File: src/rtl/mac_pkg.sv
package mac_pkg;

    localparam int MAC_OP_W  = 16;
    localparam int MAC_GUARD = 8;

    typedef enum logic [1:0] {
        OP_IDLE = 2'd0,
        OP_LOAD = 2'd1,
        OP_ADD  = 2'd2
    } acc_op_e;

    typedef enum logic {
        MODE_WRAP = 1'b0,
        MODE_SAT  = 1'b1
    } sat_mode_e;

    function automatic acc_op_e decode_op(input logic vld, input logic clr);
        if (!vld)
            return OP_IDLE;
        else if (clr)
            return OP_LOAD;
        else
            return OP_ADD;
    endfunction

    function automatic sat_mode_e decode_mode(input logic sat);
        return sat ? MODE_SAT : MODE_WRAP;
    endfunction

endpackage

File: src/rtl/mac_mul_stage.sv
module mac_mul_stage
    import mac_pkg::*;
#(
    parameter int OP_W = MAC_OP_W,
    localparam int PROD_W = 2 * OP_W
) (
    input  logic              clk,
    input  logic              rst,
    input  logic              in_vld,
    input  logic              acc_clr,
    input  logic              sat_mode,
    input  logic [OP_W-1:0]   op_a,
    input  logic [OP_W-1:0]   op_b,
    output acc_op_e           s1_op,
    output sat_mode_e         s1_mode,
    output logic [PROD_W-1:0] s1_prod
);

    typedef struct packed {
        acc_op_e           op;
        sat_mode_e         mode;
        logic [PROD_W-1:0] prod;
    } mul_stage_t;

    mul_stage_t        nxt;
    mul_stage_t        cur;
    logic [PROD_W-1:0] a_ext;
    logic [PROD_W-1:0] b_ext;

    // Sign-extend both operands to the product width. The truncated
    // product is then the exact signed result.
    always_comb begin
        a_ext    = {{OP_W{op_a[OP_W-1]}}, op_a};
        b_ext    = {{OP_W{op_b[OP_W-1]}}, op_b};
        nxt.op   = decode_op(in_vld, acc_clr);
        nxt.mode = decode_mode(sat_mode);
        nxt.prod = a_ext * b_ext;
    end

    always_ff @(posedge clk) begin
        if (rst) begin
            cur.op   <= OP_IDLE;
            cur.mode <= MODE_WRAP;
            cur.prod <= '0;
        end else begin
            cur.op   <= nxt.op;
            cur.mode <= nxt.mode;
            if (in_vld)
                cur.prod <= nxt.prod;
        end
    end

    assign s1_op   = cur.op;
    assign s1_mode = cur.mode;
    assign s1_prod = cur.prod;

endmodule

File: src/rtl/mac_acc_stage.sv
module mac_acc_stage
    import mac_pkg::*;
#(
    parameter int PROD_W = 2 * MAC_OP_W,
    parameter int GUARD  = MAC_GUARD,
    localparam int ACC_W = PROD_W + GUARD
) (
    input  logic              clk,
    input  logic              rst,
    input  acc_op_e           s1_op,
    input  sat_mode_e         s1_mode,
    input  logic [PROD_W-1:0] s1_prod,
    output logic [ACC_W-1:0]  acc_q,
    output logic              ovf_q
);

    localparam logic [ACC_W-1:0] ACC_MAX = {1'b0, {(ACC_W-1){1'b1}}};
    localparam logic [ACC_W-1:0] ACC_MIN = {1'b1, {(ACC_W-1){1'b0}}};

    logic [ACC_W-1:0] prod_ext;
    logic [ACC_W:0]   sum_ext;
    logic             range_exc;
    logic [ACC_W-1:0] add_res;

    // One extra bit holds the exact sum. The range is exceeded when its
    // top two bits disagree.
    always_comb begin
        prod_ext  = {{GUARD{s1_prod[PROD_W-1]}}, s1_prod};
        sum_ext   = {acc_q[ACC_W-1], acc_q} + {prod_ext[ACC_W-1], prod_ext};
        range_exc = sum_ext[ACC_W] ^ sum_ext[ACC_W-1];
        if (range_exc && s1_mode == MODE_SAT)
            add_res = sum_ext[ACC_W] ? ACC_MIN : ACC_MAX;
        else
            add_res = sum_ext[ACC_W-1:0];
    end

    always_ff @(posedge clk) begin
        if (rst) begin
            acc_q <= '0;
            ovf_q <= 1'b0;
        end else begin
            unique case (s1_op)
                OP_LOAD: begin
                    acc_q <= prod_ext;
                    ovf_q <= 1'b0;
                end
                OP_ADD: begin
                    acc_q <= add_res;
                    ovf_q <= ovf_q | range_exc;
                end
                default: begin
                    acc_q <= acc_q;
                    ovf_q <= ovf_q;
                end
            endcase
        end
    end

endmodule

File: src/rtl/mac_narrow_sat.sv
module mac_narrow_sat #(
    parameter int IN_W  = 40,
    parameter int OUT_W = 32
) (
    input  logic [IN_W-1:0]  wide,
    output logic [OUT_W-1:0] narrow
);

    localparam logic [OUT_W-1:0] OUT_MAX = {1'b0, {(OUT_W-1){1'b1}}};
    localparam logic [OUT_W-1:0] OUT_MIN = {1'b1, {(OUT_W-1){1'b0}}};

    generate
        if (IN_W <= OUT_W) begin : g_pass
            assign narrow = OUT_W'($signed(wide));
        end else begin : g_clamp
            logic [IN_W-OUT_W:0] top;
            logic                fits;
            // The value fits when the dropped bits and the new sign bit
            // are all copies of one another.
            always_comb begin
                top  = wide[IN_W-1:OUT_W-1];
                fits = (&top) | ~(|top);
                if (fits)
                    narrow = wide[OUT_W-1:0];
                else
                    narrow = wide[IN_W-1] ? OUT_MIN : OUT_MAX;
            end
        end
    endgenerate

endmodule

File: src/rtl/guard_mac.sv
module guard_mac
    import mac_pkg::*;
#(
    parameter int OP_W  = MAC_OP_W,
    parameter int GUARD = MAC_GUARD,
    localparam int PROD_W = 2 * OP_W,
    localparam int ACC_W  = PROD_W + GUARD
) (
    input  logic              clk,
    input  logic              rst,
    input  logic              in_vld,
    input  logic              acc_clr,
    input  logic              sat_mode,
    input  logic [OP_W-1:0]   op_a,
    input  logic [OP_W-1:0]   op_b,
    output logic [PROD_W-1:0] acc_lo,
    output logic [GUARD-1:0]  acc_hi,
    output logic [PROD_W-1:0] res32,
    output logic              ovf_flag
);

    acc_op_e           s1_op;
    sat_mode_e         s1_mode;
    logic [PROD_W-1:0] s1_prod;
    logic [ACC_W-1:0]  acc_q;
    logic              ovf_q;

    mac_mul_stage #(.OP_W(OP_W)) u_mul (
        .clk      (clk),
        .rst      (rst),
        .in_vld   (in_vld),
        .acc_clr  (acc_clr),
        .sat_mode (sat_mode),
        .op_a     (op_a),
        .op_b     (op_b),
        .s1_op    (s1_op),
        .s1_mode  (s1_mode),
        .s1_prod  (s1_prod)
    );

    mac_acc_stage #(.PROD_W(PROD_W), .GUARD(GUARD)) u_acc (
        .clk     (clk),
        .rst     (rst),
        .s1_op   (s1_op),
        .s1_mode (s1_mode),
        .s1_prod (s1_prod),
        .acc_q   (acc_q),
        .ovf_q   (ovf_q)
    );

    mac_narrow_sat #(.IN_W(ACC_W), .OUT_W(PROD_W)) u_sat32 (
        .wide   (acc_q),
        .narrow (res32)
    );

    assign acc_lo   = acc_q[PROD_W-1:0];
    assign acc_hi   = acc_q[ACC_W-1:PROD_W];
    assign ovf_flag = ovf_q;

endmodule

File: config.mk
export PLATFORM = sky130hd
export DESIGN_NAME = guard_mac
export DESIGN_NICKNAME = d
export VERILOG_FILES = /design/src/rtl/mac_pkg.sv /design/src/rtl/mac_mul_stage.sv /design/src/rtl/mac_acc_stage.sv /design/src/rtl/mac_narrow_sat.sv /design/src/rtl/guard_mac.sv
export SDC_FILE = /design/constraint.sdc
export NUM_CORES = 1
export LEC_CHECK = 0
export ABC_AREA = 1
export CORE_AREA = 2 2 173 175
export DETAILED_ROUTE_END_ITERATION = 12
export DIE_AREA = 0 0 175 177
export GPL_TIMING_DRIVEN = 0
export HOLD_SLACK_MARGIN = 0.06
export PLACE_DENSITY_LB_ADDON = 0.05
export SKIP_CTS_REPAIR_TIMING = 1
export SYNTH_ARGS = -nofsm -noshare
export SYNTH_HDL_FRONTEND = slang
export SYNTH_SLANG_ARGS = --single-unit
export TNS_END_PERCENT = 5
File: constraint.sdc
create_clock -name clk -period 8.52 [get_ports clk]
set_input_delay 1.704 -clock clk [delete_from_list [all_inputs] [get_ports clk]]
set_output_delay 1.704 -clock clk [all_outputs]
set_load 0.02 [all_outputs]
Word level (Yosys, flattened, before mapping)
Cells that the tools add are included.
{ "op_classes": {"addsub": 1, "mul": 1, "n_eq_ne": 2, "mux": 8, "n_bitwise": 5, "n_reduce_logical": 5} }
{ "op_table": {"columns": ["cell", "count"], "rows": [
  ["40-bit 2-to-1 mux", 2],
  ["40-bit one-hot mux with 2 select lines", 1],
  ["32-bit 2-to-1 mux", 2],
  ["40-bit by 32-bit adder with 41-bit output", 1],
  ["16-bit by 16-bit multiplier with 32-bit output", 1],
  ["9-bit AND reduction", 1],
  ["9-bit OR reduction", 1],
  ["2-bit by 1-bit equality test with 1-bit output (second input constant)", 1],
  ["2-bit equality test (second input constant)", 1],
  ["2-bit 2-to-1 mux", 1],
  ["1-bit NOT", 2],
  ["1-bit OR", 2],
  ["1-bit one-hot mux with 2 select lines", 1],
  ["2-bit nonzero test", 1],
  ["2-bit OR reduction", 1],
  ["1-bit logical AND", 1],
  ["1-bit 2-to-1 mux", 1],
  ["1-bit bitwise XOR", 1]
]} }
{ "totals": {"regBits": 76, "input_bits": 37, "output_inout_bits": 73, "word_cells": 27} }

Logic depth before layout (Yosys ltp)
{ "logic_depth": {"ltp_word": 5, "mapped_depth": 28, "depth_no_buf": 26} }

Modules after synthesis
Synthesis repeated with hierarchy kept, for this count alone.
{ "hier_totals": {"cells_unflattened": 2469, "area_unflattened_um2": 17146.4} }
{ "modules_own_cells": {"columns": ["mod", "n_inst", "cells_each", "area_each_um2", "seq_area_each_um2"], "rows": [
  ["mac_mul_stage", 1, 1661, 12154.2, 700.7],
  ["mac_acc_stage", 1, 722, 4603.2, 820.8],
  ["mac_narrow_sat", 1, 86, 389.1, 0.0]
]} }

Worst setup path before layout
OpenSTA, ideal clock, no wires.
{ "synth_path": {"path_type": "input to register", "start": "input port op_b[3]", "end": "register u_mul.cur, in the netlist u_mul.s1_prod[31]", "setup_time_ns": 0.115, "arrival_time_ns": 6.995, "t_required_ns": 8.405, "slack_ns": 1.410, "path_stages": 23, "n_path_buf": 2, "path_cell_list": "clkbuf_1 clkbuf_1 nand2_1 inv_1 fa_1 fa_1 fa_1 fa_1 fa_1 inv_1 fa_1 inv_1 ha_1 nand2_1 nor2_1 inv_1 nor2_1 nand4_1 nand3_1 a31oi_1 xor2_1 o21ai_0 inv_1"} }
{ "synth_via": {"elab_chain_cells": 1} }
{ "synth_rtl": {"columns": ["item", "line", "rtl"], "rows": [
  ["start, declared", "guard_mac.sv:15", "input logic [OP_W-1:0] op_b,"],
  ["16-bit by 16-bit multiplier with 32-bit output", "mac_mul_stage.sv:37", "nxt.prod = a_ext * b_ext;"],
  ["end, declared", "mac_mul_stage.sv:26", "mul_stage_t cur;"]
]} }
No other way between the ends.
A chain may end at the register's enable or synchronous reset.

Worst setup path after layout
{ "layout_path": {"start": "input port op_a[12]", "end": "register u_mul.cur, in the netlist u_mul.s1_prod[22]"} }
{ "layout_via": {"elab_chain_cells": 1} }
{ "layout_rtl": {"columns": ["item", "line", "rtl"], "rows": [
  ["start, declared", "guard_mac.sv:14", "input logic [OP_W-1:0] op_a,"],
  ["16-bit by 16-bit multiplier with 32-bit output", "mac_mul_stage.sv:37", null]
]} }
No other way between the ends.

==> reports/results.ini <==
[run_status]
outcome=finished clean

[placement]
placed_area_um2=17710
dp_hpwl_mm=42.79
gp_congestion=0.9985
io_buffers=81

[final_layout]
fillers=2775
nets=2809
seq_area_um2=1521
insertedDiodeCount=0
fin_area_um2=18040
layout_commonest_cell=nand2_1
layout-drive-gt1-share_pct=3.053
final_cell_mix=nand2_1 (615), inv_1 (542), fa_1 (262)
area_growth_pct=9.942
multiInputGateArea_um2=12470

[die]
initial_core_util_pct=56.12
core.rowCount=63
dieArea_um2=30980
dieHeight_um=177
core_area_um2=29240
dieWidth_um=175
ioPinCount=110

[synthesis]
synth-xor-area-share_pct=3.095
yosys.area_share.simple_pct=21.18
synth_compound_area_share_pct=10.17
synth_top_family_by_area=adder cells
synth_cell_types=43
ys_warn_count=0
syn_area_per_cell_um2=7.154
synth_flop_cell=dfxtp_1
seq_area_frac_synth_pct=9.270
syn_nets=2717
synthAdderAreaFrac_pct=41.46
ys_seq_elements=76
synth_edf_count=0
netlist_area_um2=16410
syn_inst=2294
synthMuxAreaShare_pct=0
synthArstFlopShare_pct=0

[clock_network]
tritoncts=yes
cts_sinks=76
numCtsBuffers=9
clk_pin_slew_ns=0.06
cts_buffer_depth=2
cts_root_buf=clkbuf_16
cts_max_level=3
clk_latency_ns=0.36

[global_route]
grt_max_degree=15
grt_overflow_total=0
grt_pass1_vias=15232
antenna_found_initial=0
grt_pass1_wl_mm=80.03
grt_usage_pct=33.38

[routing]
wirelength_mm=49.76
ant_nets=0
wire_per_inst_um=17.89
dr_total_vias=14841
dr.pass1.iters=6
drtIter0Drc=1171
viasPerCell=5.337
drcViolationCount=0

[job]
cap_violations=0

[setup_path]
crit_fanout=10
timing.rr.start=u_acc.acc_q[0]
setup.worst_path.class=input pin to flop
startpoint=op_a[12]
arrival_ns=8.53
required_ns=8.82
end_kind=flop
startpoint_type=input pin

[timing]
finalHoldViolCount=0
fmax_ghz=0.1215
max_slew_margin_pct=42.92
maxSlewViolCount=0
finalSetupViolations=0
max_slew.worst_pin.slew_ns=0.8473
rsz0062_at_grt=no
fin_hold_ws_ns=0.4520
period_share_pct=96.62
clock-skew-final_ns=0.01247
fin_crit_ns=8.232

[min_path]
hold_start=u_acc.ovf_q
hold_path_class=flop to flop

==> cell usage after synthesis (7+ instances only) <==
master      n  area share, %
a31oi_1     9           0.34
a21oi_1   103            3.1
clkbuf_1   85            1.9
nand4_1    16           0.61
o211ai_1   15           0.69
a21oi_2    11           0.59
o221ai_1   32            1.7
nor2_1    131            3.0
inv_1     542             12
xor2_1     42            2.2
a21o_1      7           0.32
ha_1      123            9.4
nand2_2    11           0.42
xnor2_1    16           0.85
o21ai_0    67            2.0
nand3_1    50            1.5
nor2_2      7           0.27
dfxtp_1    76            9.3
fa_1      263             32
o21bai_1   12           0.55
nor3_1     12           0.37
nand2_1   615             14
==> kinds of logic (layout without fill, tap and decap cells) <==
group                      count (synthesis)  after routing
DFF                                       76             76
and+or+nand+nor                          863            863
xor gates and xnor gates                  58             58
buffers and inverters                    639            736
adders and majority gates                386            386
AOI/OAI and AO/OA                        272            272
==> worst max-delay path: stages <==
cell	delay (ns)
clkdlybuf4s50_1	0.77
clkbuf_1	0.53
nand2_1	0.17
fa_1	0.54
fa_1	0.55
fa_1	0.53
inv_1	0.06
fa_1	0.47
fa_1	0.52
inv_1	0.05
fa_1	0.47
inv_1	0.04
ha_1	0.36
nand2_1	0.13
nor2_1	0.10
inv_1	0.06
nor3_1	0.54
nand4_1	0.36
a31o_2	0.33
nand3_1	0.06
o211ai_1	0.09
inv_1	0.08
==> final timing paths <==
kind,endpoint,slack [ns],depth (start not counted)
worst max-delay path,u_mul.s1_prod[22],0.29,22
worst min-delay path,u_acc.ovf_q,0.45,2
worst max register to register,u_acc.acc_q[37],5.23,17
worst min register to register,u_acc.ovf_q,0.45,2
==> layer usage <==
metal  GRT usage [%]  wire length [um]
met1           40.57             19690
met3           2.642              2674
met4           15.35              2354
met2           60.41             25040
met5               0                 0
==> flip-flops by register name, indices dropped and copies added, names as in the netlist <==
signal	cells
u_mul.s1_prod	32
u_acc.acc_q	40
u_mul.s1_mode	1
u_acc.ovf_q	1
u_mul.s1_op	2
==> metrics by stage <==
| stage | setup WS [ns] | utilization (%) | setup TNS [ns] | cells |
|---|---|---|---|---|
| CTS | 0.1779 | 61.67 | 0 | 2781 |
| detailed placement | -0.1739 | 60.56 | -0.3261 | 2765 |
| global placement | -0.09490 | 60.56 | -0.1554 | 2765 |
| global route | 0.04563 | 61.70 | 0 | 2781 |
| floorplan | 1.410 | - | 0 | 2294 |
| finish | 0.2880 | 61.70 | 0 | 2781 |
==> final cells by class <==
type / instances / share of cell area, %
multi-input combinational: 1579 / 69.09
inverter: 545 / 11.34
sequential: 76 / 8.432
timing repair buffer: 81 / 4.493
tap: 390 / 2.704
buffer: 94 / 2.150
clock buffer: 9 / 1.248
clock inverter: 7 / 0.5478
Power is not shown: default switching activity piles up to over one toggle a cycle in this logic, so the estimate is an artifact.
